**src/rtl/pic_pkg.sv**
```systemverilog
package pic_pkg;
  typedef enum logic [2:0] {
    ST_UNINIT = 3'd0,
    ST_BASE   = 3'd1,
    ST_CASC   = 3'd2,
    ST_MODE   = 3'd3,
    ST_READY  = 3'd4
  } cfg_state_t;

  localparam logic [2:0] CMD_EOI_ANY = 3'b001;
  localparam logic [2:0] CMD_EOI_SEL = 3'b011;
endpackage

```
**src/rtl/pic_cfg_regs.sv**
```systemverilog
module pic_cfg_regs
  import pic_pkg::*;
#(
  parameter int N_IN = 8,
  parameter int DW   = 8
) (
  input  logic                     clk,
  input  logic                     rst_n,
  input  logic                     wr_en,
  input  logic                     wr_aux,
  input  logic [DW-1:0]            wr_data,
  output logic                     cfg_ready,
  output logic                     level_mode,
  output logic [DW-$clog2(N_IN)-1:0] base_hi,
  output logic [DW-1:0]            casc_byte,
  output logic [N_IN-1:0]          mask,
  output logic                     sel_isr,
  output logic                     start_pulse,
  output logic                     eoi_any,
  output logic                     eoi_sel,
  output logic [$clog2(N_IN)-1:0]  eoi_lvl
);
  localparam int IDX_W = $clog2(N_IN);

  cfg_state_t state;
  logic       need_casc;
  logic       need_mode;
  logic       ctl_wr, aux_wr, cmd_wr, stat_wr;

  assign ctl_wr      = wr_en && !wr_aux;
  assign aux_wr      = wr_en && wr_aux;
  assign start_pulse = ctl_wr && wr_data[4];
  assign cmd_wr      = ctl_wr && !wr_data[4] && !wr_data[3];
  assign stat_wr     = ctl_wr && !wr_data[4] && wr_data[3];
  assign eoi_any     = cmd_wr && (wr_data[7:5] == CMD_EOI_ANY);
  assign eoi_sel     = cmd_wr && (wr_data[7:5] == CMD_EOI_SEL);
  assign eoi_lvl     = wr_data[IDX_W-1:0];
  assign cfg_ready   = (state == ST_READY);

  always_ff @(posedge clk or negedge rst_n) begin
    if (!rst_n) begin
      state      <= ST_UNINIT;
      need_casc  <= 1'b0;
      need_mode  <= 1'b0;
      level_mode <= 1'b0;
      base_hi    <= '0;
      casc_byte  <= '0;
      mask       <= '1;
      sel_isr    <= 1'b0;
    end else if (start_pulse) begin
      state      <= ST_BASE;
      need_casc  <= !wr_data[1];
      need_mode  <= wr_data[0];
      level_mode <= wr_data[3];
      mask       <= '1;
      sel_isr    <= 1'b0;
    end else begin
      if (stat_wr && wr_data[1]) sel_isr <= wr_data[0];
      if (aux_wr) begin
        case (state)
          ST_BASE: begin
            base_hi <= wr_data[DW-1:IDX_W];
            if (need_casc)      state <= ST_CASC;
            else if (need_mode) state <= ST_MODE;
            else                state <= ST_READY;
          end
          ST_CASC: begin
            casc_byte <= wr_data;
            state     <= need_mode ? ST_MODE : ST_READY;
          end
          ST_MODE:  state <= ST_READY;
          ST_READY: mask  <= wr_data[N_IN-1:0];
          default:  state <= state;
        endcase
      end
    end
  end

  p_start_restart_r1: assert property (@(posedge clk) disable iff (!rst_n)
    start_pulse |=> (mask == '1 && state != ST_READY && !sel_isr));
endmodule

```
**src/rtl/pic_req_regs.sv**
```systemverilog
module pic_req_regs #(
  parameter int N_IN = 8
) (
  input  logic                    clk,
  input  logic                    rst_n,
  input  logic [N_IN-1:0]         irq_in,
  input  logic                    level_mode,
  input  logic                    clr_all,
  input  logic                    ack_fire,
  input  logic [N_IN-1:0]         ack_grant,
  input  logic                    eoi_any,
  input  logic                    eoi_sel,
  input  logic [$clog2(N_IN)-1:0] eoi_lvl,
  output logic [N_IN-1:0]         irr,
  output logic [N_IN-1:0]         isr
);
  logic [N_IN-1:0] prev_in;
  logic [N_IN-1:0] rise;
  logic [N_IN-1:0] any_clr;
  logic [N_IN-1:0] sel_clr;
  logic [N_IN-1:0] take;

  assign rise    = irq_in & ~prev_in;
  assign take    = ack_fire ? ack_grant : '0;
  assign sel_clr = eoi_sel ? (N_IN'(1) << eoi_lvl) : '0;

  always_comb begin
    logic seen;
    seen    = 1'b0;
    any_clr = '0;
    for (int i = 0; i < N_IN; i++) begin
      if (eoi_any && isr[i] && !seen) begin
        any_clr[i] = 1'b1;
        seen       = 1'b1;
      end
    end
  end

  always_ff @(posedge clk or negedge rst_n) begin
    if (!rst_n) begin
      prev_in <= '0;
      irr     <= '0;
      isr     <= '0;
    end else begin
      prev_in <= irq_in;
      if (clr_all) begin
        irr <= '0;
        isr <= '0;
      end else begin
        if (level_mode) irr <= irq_in;
        else            irr <= (irr & ~take) | rise;
        isr <= (isr & ~any_clr & ~sel_clr) | take;
      end
    end
  end

  p_eoi_clears_one_r9: assert property (@(posedge clk) disable iff (!rst_n)
    (eoi_any && !ack_fire && !clr_all && isr != '0)
      |=> ($countones(isr) + 1 == $countones($past(isr))));
endmodule

```
**src/rtl/pic_prio_pick.sv**
```systemverilog
module pic_prio_pick #(
  parameter int N_IN = 8
) (
  input  logic                    enable,
  input  logic [N_IN-1:0]         irr,
  input  logic [N_IN-1:0]         isr,
  input  logic [N_IN-1:0]         mask,
  input  logic                    clk,
  input  logic                    rst_n,
  output logic                    any_req,
  output logic [N_IN-1:0]         grant,
  output logic [$clog2(N_IN)-1:0] grant_idx
);
  localparam int IDX_W = $clog2(N_IN);

  logic [N_IN-1:0] cand;

  always_comb begin
    logic blocked;
    blocked = 1'b0;
    for (int i = 0; i < N_IN; i++) begin
      blocked = blocked | isr[i];
      cand[i] = enable && irr[i] && !mask[i] && !blocked;
    end
  end

  always_comb begin
    logic hit;
    hit       = 1'b0;
    grant     = '0;
    grant_idx = '0;
    for (int i = 0; i < N_IN; i++) begin
      if (cand[i] && !hit) begin
        grant[i]  = 1'b1;
        grant_idx = IDX_W'(i);
        hit       = 1'b1;
      end
    end
  end

  assign any_req = |cand;

  p_grant_onehot_r7: assert property (@(posedge clk) disable iff (!rst_n)
    $onehot0(grant) && (any_req == (grant != '0)));
endmodule

```
**src/rtl/prio_irq_ctrl.sv**
```systemverilog
module prio_irq_ctrl #(
  parameter int N_IN = 8,
  parameter int DW   = 8
) (
  input  logic            clk,
  input  logic            rst_n,
  input  logic            reg_wr,
  input  logic            reg_sel_aux,
  input  logic [DW-1:0]   reg_wdata,
  output logic [DW-1:0]   reg_rdata,
  input  logic [N_IN-1:0] irq_in,
  output logic            irq_out,
  output logic            vec_valid,
  input  logic            vec_ready,
  output logic [DW-1:0]   vec_data,
  output logic [DW-1:0]   cascade_cfg
);
  localparam int IDX_W = $clog2(N_IN);

  logic                 cfg_ready, level_mode, sel_isr, start_pulse;
  logic                 eoi_any, eoi_sel, any_req, ack_fire;
  logic [DW-IDX_W-1:0]  base_hi;
  logic [N_IN-1:0]      mask, irr_w, isr_w, grant;
  logic [IDX_W-1:0]     eoi_lvl, grant_idx;
  logic [DW-1:0]        status_w;

  pic_cfg_regs #(.N_IN(N_IN), .DW(DW)) u_cfg (
    .clk(clk), .rst_n(rst_n), .wr_en(reg_wr), .wr_aux(reg_sel_aux),
    .wr_data(reg_wdata), .cfg_ready(cfg_ready), .level_mode(level_mode),
    .base_hi(base_hi), .casc_byte(cascade_cfg), .mask(mask),
    .sel_isr(sel_isr), .start_pulse(start_pulse), .eoi_any(eoi_any),
    .eoi_sel(eoi_sel), .eoi_lvl(eoi_lvl)
  );

  pic_req_regs #(.N_IN(N_IN)) u_req (
    .clk(clk), .rst_n(rst_n), .irq_in(irq_in), .level_mode(level_mode),
    .clr_all(start_pulse), .ack_fire(ack_fire), .ack_grant(grant),
    .eoi_any(eoi_any), .eoi_sel(eoi_sel), .eoi_lvl(eoi_lvl),
    .irr(irr_w), .isr(isr_w)
  );

  pic_prio_pick #(.N_IN(N_IN)) u_pick (
    .enable(cfg_ready), .irr(irr_w), .isr(isr_w), .mask(mask),
    .clk(clk), .rst_n(rst_n), .any_req(any_req), .grant(grant),
    .grant_idx(grant_idx)
  );

  assign irq_out   = any_req;
  assign vec_valid = any_req;
  assign ack_fire  = vec_valid && vec_ready;
  assign vec_data  = {base_hi, grant_idx};
  assign status_w  = DW'(sel_isr ? isr_w : irr_w);
  assign reg_rdata = reg_sel_aux ? DW'(mask) : status_w;

  p_quiet_until_ready_r2: assert property (@(posedge clk) disable iff (!rst_n)
    !cfg_ready |-> !irq_out);

  p_ack_fills_isr_r8: assert property (@(posedge clk) disable iff (!rst_n)
    (ack_fire && !reg_wr) |=> (isr_w != '0));

  p_isr_hold_r12: assert property (@(posedge clk) disable iff (!rst_n)
    (vec_valid && !vec_ready && !reg_wr) |=> $stable(isr_w));
endmodule

```
**config.mk**
```make
export PLATFORM = sky130hd
export DESIGN_NAME = prio_irq_ctrl
export DESIGN_NICKNAME = d
export VERILOG_FILES = /design/src/rtl/pic_pkg.sv /design/src/rtl/pic_cfg_regs.sv /design/src/rtl/pic_req_regs.sv /design/src/rtl/pic_prio_pick.sv /design/src/rtl/prio_irq_ctrl.sv
export SDC_FILE = /design/constraint.sdc
export NUM_CORES = 1
export LEC_CHECK = 0
export BUFFER_PORTS_ARGS = -buffer_cell sky130_fd_sc_hd__buf_2
export CORE_MARGIN = 2
export CORE_UTILIZATION = 39
export CTS_CLUSTER_SIZE = 14
export DETAILED_ROUTE_END_ITERATION = 10
export PLACE_DENSITY_LB_ADDON = 0.08
export SKIP_CTS_REPAIR_TIMING = 1
export SLEW_MARGIN = 5
export SYNTH_ARGS = -nofsm -noshare
export SYNTH_HDL_FRONTEND = slang
export SYNTH_SLANG_ARGS = --single-unit
```
**constraint.sdc**
```tcl
create_clock -name clk -period 2 [get_ports clk]
set_clock_uncertainty 0.15 [all_clocks]
set_input_delay 0.2 -clock clk [delete_from_list [all_inputs] [get_ports clk]]
set_output_delay 0.2 -clock clk [all_outputs]
set_load 0.01 [all_outputs]
```
==> results_dict.tcl <==
set metrics [dict create \
    cp.arrival_ps 2110 \
    cts.clk_slew.worst_paths_ps 110 \
    synth_warnings 0 \
    syn_avg_cell_area_um2 9.72 \
    postSynthNetCount 313 \
    antenna_found_initial 0 \
    drt_pass1_iterations 4 \
    most-common-layout-cells "buf_4 (46), buf_2 (45), dfrtp_1 (44)" \
    cp-end-kind "primary output" \
    synth_top_area_share_pct 38.8 \
    clk_path_buf_depth 2 \
    start_util_pct 39.8 \
    max_freq_mhz 407 \
    portBuffers 46 \
    period_share_pct 123 \
    final_common_cell "buf_4" \
    final_util_pct 53.6 \
    io_pins 47 \
    hold_depth 2 \
    globalplace.congestion 0.823 \
    drc_errors 0 \
    final_net_count 406 \
    fillers 728 \
    wl_per_cell_um 17.3 \
    drive_above_1_share_pct 39.9 \
    root_buffer "clkbuf_8" \
    power.total_uw 4650 \
    r2r_end "u_req.isr[5]" \
    fin_area_mm2 0.00382 \
    cp-start-kind "register" \
    violations "setup timing" \
    synth_edf_count 0 \
    ant_nets 0 \
    synth-main-ff-cell "dfrtp_1" \
    tritoncts "built" \
    grt_pass1_vias 2543 \
    min_delay_worst_endpoint "u_cfg.casc_byte[7]" \
    dp_hpwl_um 6060 \
    antenna_cells 0 \
    synthTopCellsByArea "dfrtp_1 (39%), dfstp_2 (7.4%), mux2_2 (5.2%)" \
    status "finished, violations left" \
    netlist_area_mm2 0.00284 \
    cap_violations 0 \
    postSynthCellCount 292 \
    place_ws_ps -160 \
    ir_worst_vdd_v 0.000499 \
    routed-via-count 2597 \
    drtIter0Drc 79 \
    powerDensity_mw_per_mm2 1220 \
    critPathKind "reg -> out" \
    r2r_cells 6 \
    grt_overflow 0 \
    grt_max_degree 38 \
    synth_top_area_cell "dfrtp_1" \
    die_x_um 89.3 \
    seq_area_frac_synth_pct 46.2 \
    cts_buffers 5 \
    r2r-start "u_req.isr[3]" \
    dieHeight_um 89.3 \
    dieArea_mm2 0.00797 \
    dpl_cell_area_mm2 0.00346 \
    core_area_mm2 0.00714 \
    grt_pass1_wl_um 12900 \
    slew_viol_final 0 \
    rows 31 \
    r2r_slack_ps -250 \
    path_max_fanout 2 \
    worstPathRequired_ps 1650 \
    period_needed_ps 2460 \
    worstMarginPinSlew_ps 481 \
    hp-class "in -> reg" \
    cts.htree.levels 2 \
    p_leak_uw 0.00175 \
    async_flop_share_pct 100 \
    ys_ff_latch 52 \
    wirelength_um 8390 \
    max_slew_margin_pct 67.6 \
    layout_setup_ws_ps -457 \
    setup_viol 13 \
    finalSetupTns_ps -3400 \
    area_delta_synth_final_pct 34.7 \
    rsz0062_at_grt "true" \
    insertion_delay_ps 310 \
    synth.distinct_cells 51 \
    via_per_inst 5.35 \
    hold_start "reg_wdata[7]" \
    finalHoldViolCount 0 \
    numClockSinks 52 \
    grt_use_total_pct 21.4 \
]
final cells by class:
class,count,area [µm²],share of cell area [%]
Multi-Input combinational cell,211,1530,40.1
Tap cell,99,124,3.24
Sequential cell,52,1310,34.3
Inverter,10,37.5,0.982
Clock inverter,3,26.3,0.687
Clock buffer,5,68.8,1.80
Timing Repair Buffer,105,723,18.9
per-stage QoR:
stage | hold slack (ps) | std cells
floorplan | -246 | 292
global placement | 5.97 | 461
detailed placement | -3.25 | 461
CTS | -349 | 469
global route | 15.3 | 485
finish | 22.9 | 485
logic make-up (layout without fill, tap and decap cells):
kind of cell	count (synthesis)	after routing	share of synthesized area [%]
and+or+nand+nor	114	114	23.3
AOI/OAI and AO/OA	76	76	17.7
DFF	52	52	46.2
buffers and inverters	29	123	4.76
muxes	21	21	7.98
flip-flops by register name (all words and copies together) (netlist names):
register          count
u_cfg.mask            8
u_req.isr             8
u_cfg.state           3
u_cfg.sel_isr         1
u_req.irr             8
u_cfg.need_mode       1
u_cfg.casc_byte       8
u_cfg.need_casc       1
u_cfg.base_hi         5
u_cfg.level_mode      1
u_req.prev_in         8
routing by layer:
metal	vias up	global-route usage, %	wire length (µm)	share of wire (%)
met1	1277	28.9	3820	46
met4	0	4.34	62	0.74
met3	6	2.95	308	3.7
li1	1253	-	-	-
met5	-	0	0	0
met2	61	37.0	4200	50
power by group:
part	switching (µW)	internal [µW]	leakage (µW)	total [µW]
sequential	206	1400	0.000634	1610
clock	399	259	0.0000491	658
combinational	1170	1210	0.00107	2380
cells in the mapped netlist, types with 3 or more instances:
| cell | count |
|---|---|
| mux2i_1 | 8 |
| a21oi_1 | 19 |
| mux2_2 | 13 |
| nor3b_1 | 4 |
| nand2b_1 | 7 |
| nand3_1 | 17 |
| or4_1 | 3 |
| or3b_2 | 4 |
| nor3_1 | 4 |
| nand3b_1 | 3 |
| nand4b_1 | 4 |
| clkbuf_1 | 15 |
| dfrtp_1 | 44 |
| and3_1 | 3 |
| inv_1 | 10 |
| nor2b_1 | 6 |
| nand2_1 | 35 |
| a211oi_1 | 6 |
| nor2_1 | 9 |
| o21ai_0 | 25 |
| o21a_1 | 3 |
| dfstp_2 | 8 |
| buf_6 | 3 |
worst max-delay path, stage by stage, from the launching register on:
cell and delay, ps:
dfrtp_1 400, or4_4 550, nand4bb_4 240, or3_4 360, o2bb2ai_4 130, buf_6 110
worst max path at each step:
| stage | from | endpoint | slack [ps] |
|---|---|---|---|
| finish | u_req.isr[3] | vec_data[0] | -460 |
| global route | u_req.isr[3] | vec_data[0] | -510 |
| CTS | u_req.isr[3] | vec_data[0] | -520 |
| detailed placement | u_req.isr[3] | vec_data[0] | -160 |
| global placement | u_req.isr[3] | vec_data[0] | -130 |
| floorplan | u_req.isr[1] | vec_data[0] | -170 |
Power figures use the tool's default switching activity.
